===== config.mk =====
export PLATFORM = sky130hd
export DESIGN_NAME = tf_trace_filter
export DESIGN_NICKNAME = d
export VERILOG_FILES = /design/src/rtl/tf_pkg.sv /design/src/rtl/tf_cfg_regs.sv /design/src/rtl/tf_range_cmp.sv /design/src/rtl/tf_filter_unit.sv /design/src/rtl/tf_trace_filter.sv
export SDC_FILE = /design/constraint.sdc
export NUM_CORES = 1
export LEC_CHECK = 0
export BUFFER_PORTS_ARGS = -buffer_cell sky130_fd_sc_hd__buf_2
export CAP_MARGIN = 40
export CELL_PAD_IN_SITES_DETAIL_PLACEMENT = 1
export CELL_PAD_IN_SITES_GLOBAL_PLACEMENT = 2
export CORE_ASPECT_RATIO = 1.4
export CORE_MARGIN = 2
export CORE_UTILIZATION = 25
export CTS_CLUSTER_SIZE = 8
export DETAILED_ROUTE_END_ITERATION = 12
export HOLD_SLACK_MARGIN = 0.1
export PLACE_DENSITY = 0.6
export SYNTH_ARGS = -nofsm -noshare
export SYNTH_HDL_FRONTEND = slang
export SYNTH_SLANG_ARGS = --single-unit
export TNS_END_PERCENT = 1

===== constraint.sdc =====
create_clock -name clk -period 2.2 [get_ports clk]
set_input_delay 0.33 -clock clk [delete_from_list [all_inputs] [get_ports clk]]
set_output_delay 0.33 -clock clk [all_outputs]
set_load 0.05 [all_outputs]

===== src/rtl/tf_pkg.sv =====
package tf_pkg;

    localparam int PRIV_W  = 3;
    localparam int CAUSE_W = 6;
    localparam int SEL_W   = 4;
    localparam int VAL_W   = 64;

    typedef struct packed {
        logic                  en;
        logic                  use_priv;
        logic                  use_cause;
        logic                  use_range;
        logic [SEL_W-1:0]      cmp_sel;
        logic [2**PRIV_W-1:0]  priv_map;
        logic [2**CAUSE_W-1:0] cause_map;
    } filt_cfg_t;

    typedef struct packed {
        logic             sel_cause;
        logic [VAL_W-1:0] lo_val;
        logic [VAL_W-1:0] hi_val;
    } cmp_cfg_t;

endpackage


===== src/rtl/tf_cfg_regs.sv =====
module tf_cfg_regs
    import tf_pkg::*;
#(
    parameter int NUM_FILT = 2,
    parameter int NUM_CMP  = 2
) (
    input  logic                      clk,
    input  logic                      rst_n,
    input  logic                      cfg_we,
    input  logic [11:0]               cfg_addr,
    input  logic [31:0]               cfg_wdata,
    output filt_cfg_t [NUM_FILT-1:0]  filt_cfg,
    output cmp_cfg_t  [NUM_CMP-1:0]   cmp_cfg
);

    typedef struct packed {
        filt_cfg_t [NUM_FILT-1:0] filt;
        cmp_cfg_t  [NUM_CMP-1:0]  cmp;
    } regs_t;

    regs_t regs_d, regs_q;

    logic       in_filt, in_cmp;
    logic [3:0] unit_idx;
    logic [2:0] word_idx;

    assign in_filt  = cfg_we && (cfg_addr[11:9] == 3'b010);
    assign in_cmp   = cfg_we && (cfg_addr[11:9] == 3'b011);
    assign unit_idx = cfg_addr[8:5];
    assign word_idx = cfg_addr[4:2];

    always_comb begin
        regs_d = regs_q;
        for (int i = 0; i < NUM_FILT; i++) begin
            if (in_filt && unit_idx == 4'(i)) begin
                case (word_idx)
                    3'd0: begin
                        regs_d.filt[i].en        = cfg_wdata[0];
                        regs_d.filt[i].use_priv  = cfg_wdata[1];
                        regs_d.filt[i].use_cause = cfg_wdata[2];
                        regs_d.filt[i].use_range = cfg_wdata[3];
                        regs_d.filt[i].cmp_sel   = cfg_wdata[11:8];
                    end
                    3'd1: regs_d.filt[i].priv_map         = cfg_wdata[7:0];
                    3'd2: regs_d.filt[i].cause_map[31:0]  = cfg_wdata;
                    3'd3: regs_d.filt[i].cause_map[63:32] = cfg_wdata;
                    default: ;
                endcase
            end
        end
        for (int j = 0; j < NUM_CMP; j++) begin
            if (in_cmp && unit_idx == 4'(j)) begin
                case (word_idx)
                    3'd0: regs_d.cmp[j].sel_cause     = cfg_wdata[0];
                    3'd4: regs_d.cmp[j].lo_val[31:0]  = cfg_wdata;
                    3'd5: regs_d.cmp[j].lo_val[63:32] = cfg_wdata;
                    3'd6: regs_d.cmp[j].hi_val[31:0]  = cfg_wdata;
                    3'd7: regs_d.cmp[j].hi_val[63:32] = cfg_wdata;
                    default: ;
                endcase
            end
        end
    end

    always_ff @(posedge clk or negedge rst_n) begin
        if (!rst_n) regs_q <= '0;
        else        regs_q <= regs_d;
    end

    assign filt_cfg = regs_q.filt;
    assign cmp_cfg  = regs_q.cmp;

endmodule


===== src/rtl/tf_range_cmp.sv =====
module tf_range_cmp
    import tf_pkg::*;
#(
    parameter int IADDR_W = 32
) (
    input  cmp_cfg_t             cfg,
    input  logic [IADDR_W-1:0]   iaddr,
    input  logic [CAUSE_W-1:0]   cause,
    output logic                 hit
);

    logic addr_in, cause_in;

    // Each field is compared only over its own width; upper value bits drop out.
    always_comb begin
        addr_in  = (iaddr >= cfg.lo_val[IADDR_W-1:0]) &&
                   (iaddr <  cfg.hi_val[IADDR_W-1:0]);
        cause_in = (cause >= cfg.lo_val[CAUSE_W-1:0]) &&
                   (cause <  cfg.hi_val[CAUSE_W-1:0]);
        hit      = cfg.sel_cause ? cause_in : addr_in;
    end

endmodule


===== src/rtl/tf_filter_unit.sv =====
module tf_filter_unit
    import tf_pkg::*;
#(
    parameter int NUM_CMP = 2
) (
    input  filt_cfg_t            cfg,
    input  logic [PRIV_W-1:0]    priv,
    input  logic [CAUSE_W-1:0]   cause,
    input  logic [NUM_CMP-1:0]   cmp_hits,
    output logic                 hit
);

    logic priv_ok, cause_ok, range_ok, range_sel;

    always_comb begin
        range_sel = 1'b0;
        for (int j = 0; j < NUM_CMP; j++) begin
            if (cfg.cmp_sel == SEL_W'(j)) range_sel = cmp_hits[j];
        end
        priv_ok  = !cfg.use_priv  || cfg.priv_map[priv];
        cause_ok = !cfg.use_cause || cfg.cause_map[cause];
        range_ok = !cfg.use_range || range_sel;
        hit      = cfg.en && priv_ok && cause_ok && range_ok;
    end

endmodule


===== src/rtl/tf_trace_filter.sv =====
module tf_trace_filter
    import tf_pkg::*;
#(
    parameter int NUM_FILT = 2,
    parameter int NUM_CMP  = 2,
    parameter int IADDR_W  = 32
) (
    input  logic                 clk,
    input  logic                 rst_n,
    input  logic                 cfg_we,
    input  logic [11:0]          cfg_addr,
    input  logic [31:0]          cfg_wdata,
    input  logic                 rec_valid,
    input  logic [2:0]           rec_priv,
    input  logic [5:0]           rec_cause,
    input  logic [IADDR_W-1:0]   rec_iaddr,
    output logic [NUM_FILT-1:0]  filt_hit,
    output logic                 trace_en
);

    typedef struct packed {
        logic [NUM_FILT-1:0] hit;
        logic                en;
    } dec_t;

    filt_cfg_t [NUM_FILT-1:0] filt_cfg_w;
    cmp_cfg_t  [NUM_CMP-1:0]  cmp_cfg_w;
    logic      [NUM_CMP-1:0]  cmp_hit_w;
    logic      [NUM_FILT-1:0] raw_hit_w;
    logic      [NUM_FILT-1:0] filt_en_w;
    dec_t                     dec_d, dec_q;

    tf_cfg_regs #(.NUM_FILT(NUM_FILT), .NUM_CMP(NUM_CMP)) u_regs (
        .clk       (clk),
        .rst_n     (rst_n),
        .cfg_we    (cfg_we),
        .cfg_addr  (cfg_addr),
        .cfg_wdata (cfg_wdata),
        .filt_cfg  (filt_cfg_w),
        .cmp_cfg   (cmp_cfg_w)
    );

    for (genvar j = 0; j < NUM_CMP; j++) begin : g_cmp
        tf_range_cmp #(.IADDR_W(IADDR_W)) u_cmp (
            .cfg   (cmp_cfg_w[j]),
            .iaddr (rec_iaddr),
            .cause (rec_cause),
            .hit   (cmp_hit_w[j])
        );
    end

    for (genvar i = 0; i < NUM_FILT; i++) begin : g_filt
        tf_filter_unit #(.NUM_CMP(NUM_CMP)) u_filt (
            .cfg      (filt_cfg_w[i]),
            .priv     (rec_priv),
            .cause    (rec_cause),
            .cmp_hits (cmp_hit_w),
            .hit      (raw_hit_w[i])
        );
        assign filt_en_w[i] = filt_cfg_w[i].en;
    end

    always_comb begin
        dec_d.hit = rec_valid ? raw_hit_w : '0;
        dec_d.en  = rec_valid && ((filt_en_w == '0) || (raw_hit_w != '0));
    end

    always_ff @(posedge clk or negedge rst_n) begin
        if (!rst_n) dec_q <= '0;
        else        dec_q <= dec_d;
    end

    assign filt_hit = dec_q.hit;
    assign trace_en = dec_q.en;

endmodule


# Yosys cells after proc, flatten, opt, wreduce, memory -nomap -nowiden
# Cells that the tools add are included.
# op_classes
n_lt_le_gt_ge,10
n_reduce_logical,50
n_mux,15
n_eq_ne,10
# op_table
cell,count
greater-or-equal comparator 32 bit,2
less-than comparator 32 bit,2
AND reduction 2 bit,14
logical AND 1 bit,17
binary-select mux 1 bit (select 6 bit),2
"== test 3 x 2 -> 1 bit, second input constant",4
"== test 4 x 1 -> 1 bit, second input constant",3
greater-or-equal comparator 6 bit,2
logical NOT 4 bit,3
less-than comparator 6 bit,2
2-to-1 mux 1 bit,10
logical OR 1 bit,7
"less-than comparator 6 x 7 -> 1 bit, second input constant",1
binary-select mux 1 bit (select 3 bit),2
"== test 3 bit, second input constant",2
logical NOT 1 bit,6
"less-than comparator 3 x 4 -> 1 bit, second input constant",1
"== test 3 x 1 -> 1 bit, second input constant",1
logical NOT 3 bit,1
logical NOT 2 bit,1
2-to-1 mux 2 bit,1
nonzero test 2 bit,1
# totals
inputBits,89
word_cells,109
reg_bits,293
out_inout_bits,3

# Logic depth before layout (Yosys ltp)
# Gate-level depths: netlist of the first run.
# logic_depth
ltp_word,10
depth_mapped,14
mapped_depth_nobuf,10

# By module
# A second synthesis of the first run with hierarchy kept.
# unflattened
cells_unflattened,1577
hier_area_um2,21018.9
# modules_own_cells
module,instances,area_each_um2,cells_each,seq_area_each_um2
tf_cfg_regs,1,15797.7,938,10460.0
tf_range_cmp,2,1814.2,245,0.0
tf_filter_unit,2,745.7,71,0.0
tf_trace_filter,1,101.3,7,75.1

# Least setup slack after synthesis of the first run
# Ideal clock, no wire load.
# synth_timing
kind,input to register
start,input port rec_cause[0]
end,"register dec_q, in the netlist trace_en"
setup_ns,0.124
arrival_ns,2.457
stages,14
required_time_ns,2.076
path_slack_ns,-0.381
n_path_buf,4
path_cell_list,buf_6 buf_12 buf_12 buf_12 inv_1 ha_1 nand2b_1 a211o_1 a21oi_1 o21ai_0 o2111ai_1 o21ai_0 o211a_2 a211o_1
# synth_lines
element,line_no,rtl
start: declaration,tf_trace_filter.sv:15,"input logic [5:0] rec_cause,"
end signal: assignment,tf_trace_filter.sv:69,if (!rst_n) dec_q <= '0;
end signal: assignment,tf_trace_filter.sv:70,else dec_q <= dec_d;
end: declaration,tf_trace_filter.sv:31,"dec_t dec_d, dec_q;"

==> metrics, run 1 <==
internal power=between 9 and 10 mW; vias in the first global route=approximately 12k; most common cell after layout, fill and taps aside=dfrtp_1; Mean Syn Cell Area=between 10 and 15 sq um; max cap viols=0; share of cells above drive strength 1=0.388; Critical Path RT=roughly 2.6 ns; clock latency on the worst-skew pair=roughly 0.54 ns; H-tree depth=2; fillers=6929; Most used DFF post-synth=dfrtp_1; total wire length=48.7 mm; via count=11.0k; Initial Util=0.251; Slew Limit Fails=0; crit path max fanout=2; Clock Path Buffers=3; Mapped Area=around 0.016 sq mm; commonest cells after routing, fill and taps aside=dfrtp_1, mux2_2, ha_1; ys async rst share=1.00; io pins=92; multi-input logic area=just under 0.008 sq mm; first-pass GRT wire length=between 70 and 80 mm; final worst-path setup slack=-0.316 ns; Ys Warns=0; Die Span Y=301 um; Total Power=roughly 13 mW; crit path capture type=flop; Layout area overhead=25.6%; Core Rows=about 110; P_sw=between 3 and 4 mW; DIE AREA=~0.065 sq mm; Clock power frac=0.463; RSZ-0062 raised after global routing=yes; FF/Latch Area=0.00733 sq mm; PwrDens=between 600 and 700 mW/mm^2; CP Data Arrival Time=slightly below 3 ns; EDFF count, synth=0; Layout Skew=0.0117 ns; worst slew pin tran=between 0.5 and 0.6 ns; Post-Syn Instances=between 1k and 1.5k; sw frac=0.246; drt pass-1 iters=4; total gr overflow=0; crit path kind=flop to flop; Non-Filler Instances=2361; Routed wire per std cell=20.6 um; leakage=between 9 and 10 nW; Critical Path Start Type=flop; Core Util, Final=0.316; setup TNS=-0.607 ns; synth unique cells=slightly above 50; largest net degree at the start of global routing=66; Max rail drop VDD=381 uV; Final Wtd Congestion=0.784; CTS tree=built; DP Worst Slack=-0.736 ns; Worst slew margin=0.620; IO buf count=89; violated checks=negative setup slack; drt via density=between 4 and 5; hold crit path type=input pin to flop; Yosys top cell by area=dfrtp_1; # nets final=1764; status=complete, but fails checks; cell total after placement=approximately 2.3k; DRC viols=0; CTS root buffer=clkbuf_16; Seq/Total Area, Yosys=0.465; HPWL Detailed=approximately 37 mm; core area=0.0627 sq mm; Area contributors post-synth=dfrtp_1, mux2_2, ha_1, mux4_1, inv_1; # clock sinks=roughly 300; Seq cells post-synth=293; final setup vio count=3; Fin. Hold Viols=0; Synthesized Nets=approximately 1.5k; # diodes=0; period utilization=1.14; CTS clk-pin slew, worst paths=about 0.050 ns; top-area cell type share of the netlist area=0.465; Fmax=0.398 GHz; Tot GR Track Use=0.153; fin crit period=2.52 ns; Sequential Power Share=0.442; initial antenna violation count=0; antenna violation net count after detailed routing=0; Initial DRC Count=about 390; total CTS buffers=42; logic gate share of total power=0.095; Horiz. Die Dim=roughly 220 um
## path summary, 6_finish.rpt
check | startpoint | end | slack, ns | cells past startpoint
max | u_regs.cmp_cfg[90] | trace_en | -0.32 | 11
min | cfg_wdata[19] | u_regs.cmp_cfg[19] | 0.15 | 3
max reg2reg | u_regs.cmp_cfg[90] | trace_en | -0.32 | 11
min reg2reg | u_regs.filt_cfg[80] | u_regs.filt_cfg[80] | 0.50 | 1
max in group asynchronous | rst_n | u_regs.cmp_cfg[9] | 1.24 | 3
min in group asynchronous | rst_n | u_regs.cmp_cfg[16] | 0.27 | 2
## worst max-delay path, stage by stage (launching register included)
cell,delay (ns)
dfrtp_1,0.36
inv_2,0.08
ha_4,0.20
and2_4,0.15
a221o_1,0.34
a221oi_2,0.29
o21ai_1,0.11
buf_4,0.16
a21oi_2,0.13
o2111ai_1,0.13
o211a_2,0.17
a211o_1,0.26
## synthesized netlist by cell type (2+ instances only)
cell type / n
a21oi_1: 44
mux2i_1: 6
nor2_1: 18
buf_12: 3
o31ai_1: 3
mux2_2: 230
inv_1: 133
nand4_1: 17
a31o_2: 3
a211oi_1: 8
o211ai_1: 5
a21boi_0: 2
a31oi_1: 4
dfrtp_1: 293
nand2b_1: 8
o2111ai_1: 5
nand3b_1: 2
a221oi_1: 3
nor3_1: 4
and3_1: 2
o21a_1: 3
mux4_1: 30
mux4_2: 12
nand2_1: 90
and4_1: 7
a211o_1: 5
nor3b_1: 2
nand3_1: 22
ha_1: 148
a2111oi_0: 2
clkbuf_1: 38
o21ai_0: 83
a21o_1: 20
nor2b_1: 4
nor4_1: 4
buf_1: 15
## area by class of cell
cell class                 count  area share
multi-input combinational    810       0.401
clock inverter                 1    0.000442
sequential                   293       0.370
clock buffer                  45      0.0552
tap                          832      0.0525
timing repair buffer         247      0.0951
inverter                     133      0.0253
## power by group through the flow
stage                     clock [mW]  combinational, mW  sequential (mW)
final                           5.80               1.19             5.53
after global routing            6.21               1.34             5.54
after CTS                       6.03               1.22             5.53
after detailed placement           0               1.18             5.62
after global placement             0               1.14             5.62
after floorplan                    0              0.475             5.61
## per-layer routing
layer	vias up	global-route usage	routed length, um
met1	5641	0.173	19500
met3	78	0.0197	1350
met5	-	0	0
met4	0	0.0462	1350
li1	5105	-	-
met2	149	0.296	26600
## flip-flops by register name (all words and copies together) (netlist names)
register         cells
trace_en             1
filt_hit             2
u_regs.filt_cfg    160
u_regs.cmp_cfg     130
## stage by stage
| step | instance area, sq um | hold slack [ns] |
|---|---|---|
| CTS | 19700 | 0.138 |
| floorplan | 15800 | 0.0344 |
| global route | 19800 | 0.148 |
| global placement | 18400 | 0.255 |
| finish | 19800 | 0.146 |
| detailed placement | 18400 | 0.259 |
## kinds of logic (layout without fill, tap and decap cells)
| group | Yosys count | in the layout | share of synthesized area |
|---|---|---|---|
| AOI/OAI and AO/OA | 198 | 198 | 0.0768 |
| adders and majority gates | 148 | 148 | 0.117 |
| muxes | 278 | 278 | 0.235 |
| and+or+nand+nor | 186 | 186 | 0.0571 |
| buffers and inverters | 190 | 426 | 0.0488 |
| DFF | 293 | 293 | 0.465 |
## timing repair
item,4_1_cts,5_1_grt
buffers inserted,2,2
gates resized for setup,42,10
hold buffers,2,0
pin swaps,16,8
endpoints found under the hold margin,132,0
endpoints found under the setup margin,3,3
No activity file was read; power rests on OpenSTA's default activity.
==> run 2: changes to the inputs <==
--- a/config.mk
+++ b/config.mk
@@ -11,11 +11,11 @@
 export CELL_PAD_IN_SITES_GLOBAL_PLACEMENT = 2
 export CORE_ASPECT_RATIO = 1.4
 export CORE_MARGIN = 2
-export CORE_UTILIZATION = 25
+export CORE_UTILIZATION = 39
 export CTS_CLUSTER_SIZE = 8
 export DETAILED_ROUTE_END_ITERATION = 12
 export HOLD_SLACK_MARGIN = 0.1
-export PLACE_DENSITY = 0.6
+export PLACE_DENSITY = 0.83
 export SYNTH_ARGS = -nofsm -noshare
 export SYNTH_HDL_FRONTEND = slang
 export SYNTH_SLANG_ARGS = --single-unit
==> run 2 against run 1 <==
  * Largest power group unchanged
  * Critical path type unchanged
  * The flow still finishes with violations (negative setup slack)
  * Worst setup slack lost 0.046 ns
  * Sequential share of layout area increased by 1.2 points
  * Largest cell class unchanged
  * Power decreased by 0.74%
  * Critical path depth unchanged
  * Worst hold slack better by 0.017 ns
==> metrics, run 2 (synthesis gave the netlist of run 1 again) <==
total wire length=44.7 mm (was 48.7 mm); Horiz. Die Dim=174 um (was 216 um); drt via density=5.44 (was 4.65); period utilization=1.16 (was 1.14); worst slew pin tran=0.536 ns (was 0.566 ns); commonest cells after routing, fill and taps aside=dfrtp_1, mux2_2, ha_1 (unchanged); Sequential Power Share=0.445 (was 0.442); CTS root buffer=clkbuf_16 (unchanged); antenna violation net count after detailed routing=0 (unchanged); Final Wtd Congestion=0.789 (was 0.784); DP Area=0.0178 sq mm (was 0.0184 sq mm); first-pass GRT wire length=70.7 mm (was 74.8 mm); Fin. Hold Viols=0 (unchanged); leakage=9.67 nW (was 9.81 nW); Initial DRC Count=362 (was 387); initial antenna violation count=0 (unchanged); # nets final=1736 (was 1764); PwrDens=649 mW/mm^2 (was 632 mW/mm^2); multi-input logic area=0.00792 sq mm (was 0.00795 sq mm); Hold Path End=u_regs.cmp_cfg[77] (was u_regs.cmp_cfg[19]); H-tree depth=2 (unchanged); minimum hold slack=0.162 ns (was 0.146 ns); IO buf count=89 (unchanged); crit path buf inv count=2 (unchanged); total CTS buffers=42 (unchanged); core area=0.0401 sq mm (was 0.0627 sq mm); fin crit period=2.56 ns (was 2.52 ns); hold depth=3 (unchanged); Layout Skew=0.00708 ns (was 0.0117 ns); Fmax=0.390 GHz (was 0.398 GHz); Die Span Y=242 um (was 301 um); crit path kind=flop to flop (unchanged); setup TNS=-0.678 ns (was -0.607 ns); Critical Path Start Type=flop (unchanged); crit path max fanout=3 (was 2); Reg2Reg Depth=11 (unchanged); vias in the first global route=12.6k (was 12.2k); # clock sinks=293 (unchanged); CTS tree=built (unchanged); Core Rows=87 (was 109); clock latency on the worst-skew pair=0.54 ns (about the same); most common cell after layout, fill and taps aside=dfrtp_1 (unchanged); largest net degree at the start of global routing=63 (was 66); status=complete, but fails checks (unchanged); total gr overflow=0 (unchanged); via count=11.1k (was 11.0k); CTS clk-pin slew, worst paths=0.05 ns (about the same); hold crit path type=input pin to flop (unchanged); reg2reg setup slack=-0.36 ns (was -0.32 ns); Finished Cell Area=0.0192 sq mm (was 0.0198 sq mm); max reg flops=160 (unchanged); final setup vio count=3 (unchanged); P_sw=3.03 mW (was 3.09 mW); violated checks=negative setup slack (unchanged); Clock power frac=0.462 (was 0.463); Layout area overhead=21.5% (was 25.6%); hold_sp=cfg_wdata[13] (was cfg_wdata[19]); drt pass-1 iters=4 (unchanged); max cap viols=0 (unchanged); io pins=92 (unchanged); final worst-path setup slack=-0.361 ns (was -0.316 ns); Initial Util=0.394 (was 0.251); CP Data Arrival Time=2.98 ns (was 2.95 ns); Critical Path Max Stage Delay=0.34 ns (was 0.36 ns); Routed wire per std cell=21.9 um (was 20.6 um); Slowest-stage cell, CP=dfrtp_1 (unchanged); Slew Limit Fails=0 (unchanged); DRC viols=0 (unchanged); # diodes=0 (unchanged); cell family with most CP delay=compound AO/OA/AOI/OAI gates (unchanged); fillers=4295 (was 6929); Max rail drop VDD=490 uV (was 381 uV); Total Power=12.4 mW (was 12.5 mW); share of cells above drive strength 1=0.374 (was 0.388); crit path capture type=flop (unchanged); RSZ-0062 raised after global routing=yes (unchanged); internal power=9.40 mW (was 9.44 mW); sw frac=0.244 (was 0.246); DIE AREA=0.0421 sq mm (was 0.0651 sq mm); Clock Path Buffers=3 (unchanged); HPWL Detailed=32.5 mm (was 36.5 mm); logic gate share of total power=0.092 (was 0.095); Worst slew margin=0.642 (was 0.620); CP Cell Sequence=inv_1, ha_1, nand4_1, nor3_2, a22o_1, nor4_2, buf_4, a31o_2, o21ai_1, o211a_2, a211o_1 (was inv_2, ha_4, and2_4, a221o_1, a221oi_2, o21ai_1, buf_4, a21oi_2, o2111ai_1, o211a_2, a211o_1); FF-to-FF End=trace_en (unchanged); Tot GR Track Use=0.218 (was 0.153); FF/Latch Area=0.00733 sq mm (unchanged); Critical Path RT=2.62 ns (was 2.63 ns); R2R Path Start=u_regs.cmp_cfg[216] (was u_regs.cmp_cfg[90])
-- run 2: changes by cell type in the layout (fill, tap and decap cells not counted), sizes merged --
cell and change:
buf -28, clkbuf -2, clkinv +1, inv +1
-- run 2: cell type report --
class | instances | share of cell area
repair buffers | 219 | 0.0854
multi-input cells | 810 | 0.413
clock inverters | 3 | 0.00176
clock buffers | 43 | 0.0561
flip-flops and latches | 293 | 0.383
well taps | 534 | 0.0349
inverters | 133 | 0.0262
-- run 2: routing by layer --
metal / share of wire / wire length (um) / track usage / vias up
li1: - / - / - / 5055
met1: 0.39 / 17600 / 0.247 / 5719
met2: 0.54 / 24100 / 0.411 / 203
met3: 0.033 / 1470 / 0.0306 / 88
met4: 0.034 / 1520 / 0.0788 / 0
met5: 0 / 0 / 0 / -
-- run 2: power groups by stage --
stage | Sequential, mW | Combinational [mW] | Clock [mW]
floorplan | 5.61 | 0.475 | 0
global route | 5.54 | 1.28 | 6.12
global placement | 5.62 | 1.07 | 0
finish | 5.54 | 1.15 | 5.75
detailed placement | 5.62 | 1.12 | 0
CTS | 5.54 | 1.17 | 5.87
-- run 2: worst max path at each step --
stage,startpoint,to,depth (start not counted)
floorplan,rec_cause[0],trace_en,10
global placement,rec_iaddr[0],trace_en,12
detailed placement,rec_iaddr[0],trace_en,12
CTS,u_regs.cmp_cfg[139],trace_en,11
global route,u_regs.cmp_cfg[223],trace_en,11
finish,u_regs.cmp_cfg[216],trace_en,11
-- run 2: timing repair --
item | in CTS | in global routing
buffers inserted | 5 | 0
setup endpoints to repair | 3 | 3
gates resized for setup | 42 | 6
pin swaps | 17 | 4
hold buffers | 2 | 0
hold endpoints to repair | 54 | 0
-- run 2: worst min-delay path, delay by kind of cell --
| family | cells | cell delay (ns) |
|---|---|---|
| AO/OA/AOI/OAI | 1 | 0.07 |
| buffers and inverters | 1 | 0.17 |
| AND/OR/NAND/NOR | 1 | 0.08 |
-- run 2: stage by stage --
stage / utilization / worst slack, ns / instances
finish: 0.479 / -0.361 / 2035
global route: 0.479 / -0.469 / 2035
CTS: 0.477 / -0.301 / 2035
detailed placement: 0.444 / -0.762 / 1983
global placement: 0.444 / -0.729 / 1983
floorplan: - / -0.255 / 1293
==> run 3: changes to the inputs <==
--- a/config.mk
+++ b/config.mk
@@ -16,6 +16,7 @@
 export DETAILED_ROUTE_END_ITERATION = 12
 export HOLD_SLACK_MARGIN = 0.1
 export PLACE_DENSITY = 0.83
+export SETUP_SLACK_MARGIN = 0.4
 export SYNTH_ARGS = -nofsm -noshare
 export SYNTH_HDL_FRONTEND = slang
 export SYNTH_SLANG_ARGS = --single-unit
==> run 3 against run 2 <==
  * The flow still finishes with violations (negative setup slack)
  * Core utilization is 0.27 points lower
  * Largest cell class unchanged
  * Combinational power hardly changed
  * Critical path depth is 1 lower
  * Global-route usage is 0.081 points lower
  * Largest power group unchanged
  * Critical path type unchanged
  * Sequential power hardly changed
  * Routed wire length is 0.37% lower
==> metrics, run 3 (synthesis gave the netlist of run 1 again) <==
total wire length=44.5 mm (was 44.7 mm); # clock sinks=293 (unchanged); max cap viols=0 (unchanged); Core Rows=87 (unchanged); FF/Latch Area=0.00733 sq mm (unchanged); total CTS buffers=42 (unchanged); Critical Path Start Type=flop (unchanged); drt via density=5.45 (was 5.44); Clock Path Buffers=3 (unchanged); first-pass GRT wire length=70.4 mm (was 70.7 mm); H-tree depth=2 (unchanged); Critical Path RT=2.62 ns (about the same); final setup vio count=3 (unchanged); via count=11.1k (unchanged); crit path capture type=flop (unchanged); Layout area overhead=20.8% (was 21.5%); CTS root buffer=clkbuf_16 (unchanged); HPWL Detailed=32.5 mm (unchanged); minimum hold slack=0.162 ns (about the same); DP Worst Slack=-0.762 ns (unchanged); Final Wtd Congestion=0.789 (unchanged); DIE AREA=0.0421 sq mm (unchanged); Horiz. Die Dim=174 um (unchanged); Slew Limit Fails=0 (unchanged); violated checks=negative setup slack (unchanged); Initial Util=0.394 (unchanged); crit path max fanout=2 (was 3); # nets final=1733 (was 1736); RSZ-0062 raised after global routing=yes (unchanged); Finished Cell Area=0.0191 sq mm (was 0.0192 sq mm); share of cells above drive strength 1=0.366 (was 0.374); Max rail drop VDD=490 uV (about the same); # diodes=0 (unchanged); commonest cells after routing, fill and taps aside=dfrtp_1, mux2_2, ha_1 (unchanged); Layout Skew=0.00707 ns (was 0.00708 ns); Worst slew margin=0.638 (was 0.642); Total Power=12.4 mW (about the same); drt pass-1 iters=4 (unchanged); DRC viols=0 (unchanged); Routed wire per std cell=21.9 um (about the same); IO buf count=89 (unchanged); Fmax=0.388 GHz (was 0.390 GHz); Tot GR Track Use=0.217 (was 0.218); vias in the first global route=12.5k (was 12.6k); Slowest-stage cell, CP=dfrtp_1 (unchanged); Critical Path Max Stage Delay=0.37 ns (was 0.34 ns); leakage=9.64 nW (was 9.67 nW); PwrDens=651 mW/mm^2 (was 649 mW/mm^2); fin crit period=2.58 ns (was 2.56 ns); total gr overflow=0 (unchanged); initial antenna violation count=0 (unchanged); Initial DRC Count=394 (was 362); final worst-path setup slack=-0.378 ns (was -0.361 ns); multi-input logic area=0.00784 sq mm (was 0.00792 sq mm); largest net degree at the start of global routing=63 (unchanged); Die Span Y=242 um (unchanged); CTS tree=built (unchanged); most common cell after layout, fill and taps aside=dfrtp_1 (unchanged); worst slew pin tran=0.543 ns (was 0.536 ns); CTS clk-pin slew, worst paths=0.05 ns (about the same); core area=0.0401 sq mm (unchanged); CP Data Arrival Time=2.99 ns (was 2.98 ns); max reg flops=160 (unchanged); DP Area=0.0178 sq mm (unchanged); hold crit path type=input pin to flop (unchanged); clock latency on the worst-skew pair=0.54 ns (about the same); crit path buf inv count=1 (was 2); cell family with most CP delay=compound AO/OA/AOI/OAI gates (unchanged); crit path kind=flop to flop (unchanged); fillers=4304 (was 4295); CP Cell Sequence=inv_2, ha_1, and2_1, a221o_1, a221oi_2, o21ai_2, a21oi_2, o2111ai_2, and4_4, a211o_1 (was inv_1, ha_1, nand4_1, nor3_2, a22o_1, nor4_2, buf_4, a31o_2, o21ai_1, o211a_2, a211o_1); period utilization=1.17 (was 1.16); status=complete, but fails checks (unchanged); io pins=92 (unchanged); antenna violation net count after detailed routing=0 (unchanged); Fin. Hold Viols=0 (unchanged)
run 3: cell count changes in the layout (fill, tap and decap cells not counted), sizes merged:
| cell | previous run | this run |
|---|---|---|
| buf | 217 | 214 |
run 3: metrics by stage:
step | TNS (ns) | utilization | cells
floorplan | -3.05 | - | 1293
global placement | -1.67 | 0.444 | 1983
detailed placement | -2.20 | 0.444 | 1983
CTS | -0.627 | 0.475 | 2032
global route | -1.07 | 0.476 | 2032
finish | -0.705 | 0.476 | 2032
run 3: per-layer routing:
layer | GRT usage | up-vias | part of all wire
met5 | 0 | - | 0
met4 | 0.0811 | 0 | 0.035
met3 | 0.0309 | 92 | 0.038
met2 | 0.407 | 228 | 0.54
met1 | 0.247 | 5702 | 0.39
li1 | - | 5043 | -
run 3: path summary, 6_finish.rpt:
| kind | startpoint | endpoint | depth (start not counted) | slack, ns |
|---|---|---|---|---|
| max | u_regs.cmp_cfg[90] | trace_en | 10 | -0.38 |
| min | cfg_wdata[13] | u_regs.cmp_cfg[77] | 3 | 0.16 |
| max reg2reg | u_regs.cmp_cfg[90] | trace_en | 10 | -0.38 |
| min reg2reg | u_regs.filt_cfg[136] | u_regs.filt_cfg[136] | 1 | 0.49 |
| max in group asynchronous | rst_n | u_regs.filt_cfg[35] | 3 | 1.13 |
| min in group asynchronous | rst_n | u_regs.cmp_cfg[80] | 2 | 0.34 |
run 3: final cells by class:
cell class,count,share of cell area
repair buffers,216,0.0847
well taps,534,0.0351
clock inverters,3,0.00177
inverters,133,0.0263
flip-flops and latches,293,0.385
multi-input cells,810,0.411
clock buffers,43,0.0565
run 3: tightest hold or removal path, stage by stage:
cell and delay [ns]:
buf_2 0.17, nand2_1 0.08, o21ai_0 0.07
run 3: power breakdown:
group | internal [mW] | switching [mW] | total [mW]
combinational | 0.464 | 0.669 | 1.13
clock | 3.44 | 2.31 | 5.74
sequential | 5.49 | 0.0440 | 5.54
run 3: repair_timing:
item                                   4_1_cts  5_1_grt
pin swaps                                   12        7
gates resized for setup                     29        8
setup endpoints to repair                    3      110
hold buffers                                 2        0
endpoints found under the hold margin       54        0
setup buffers                                1        0
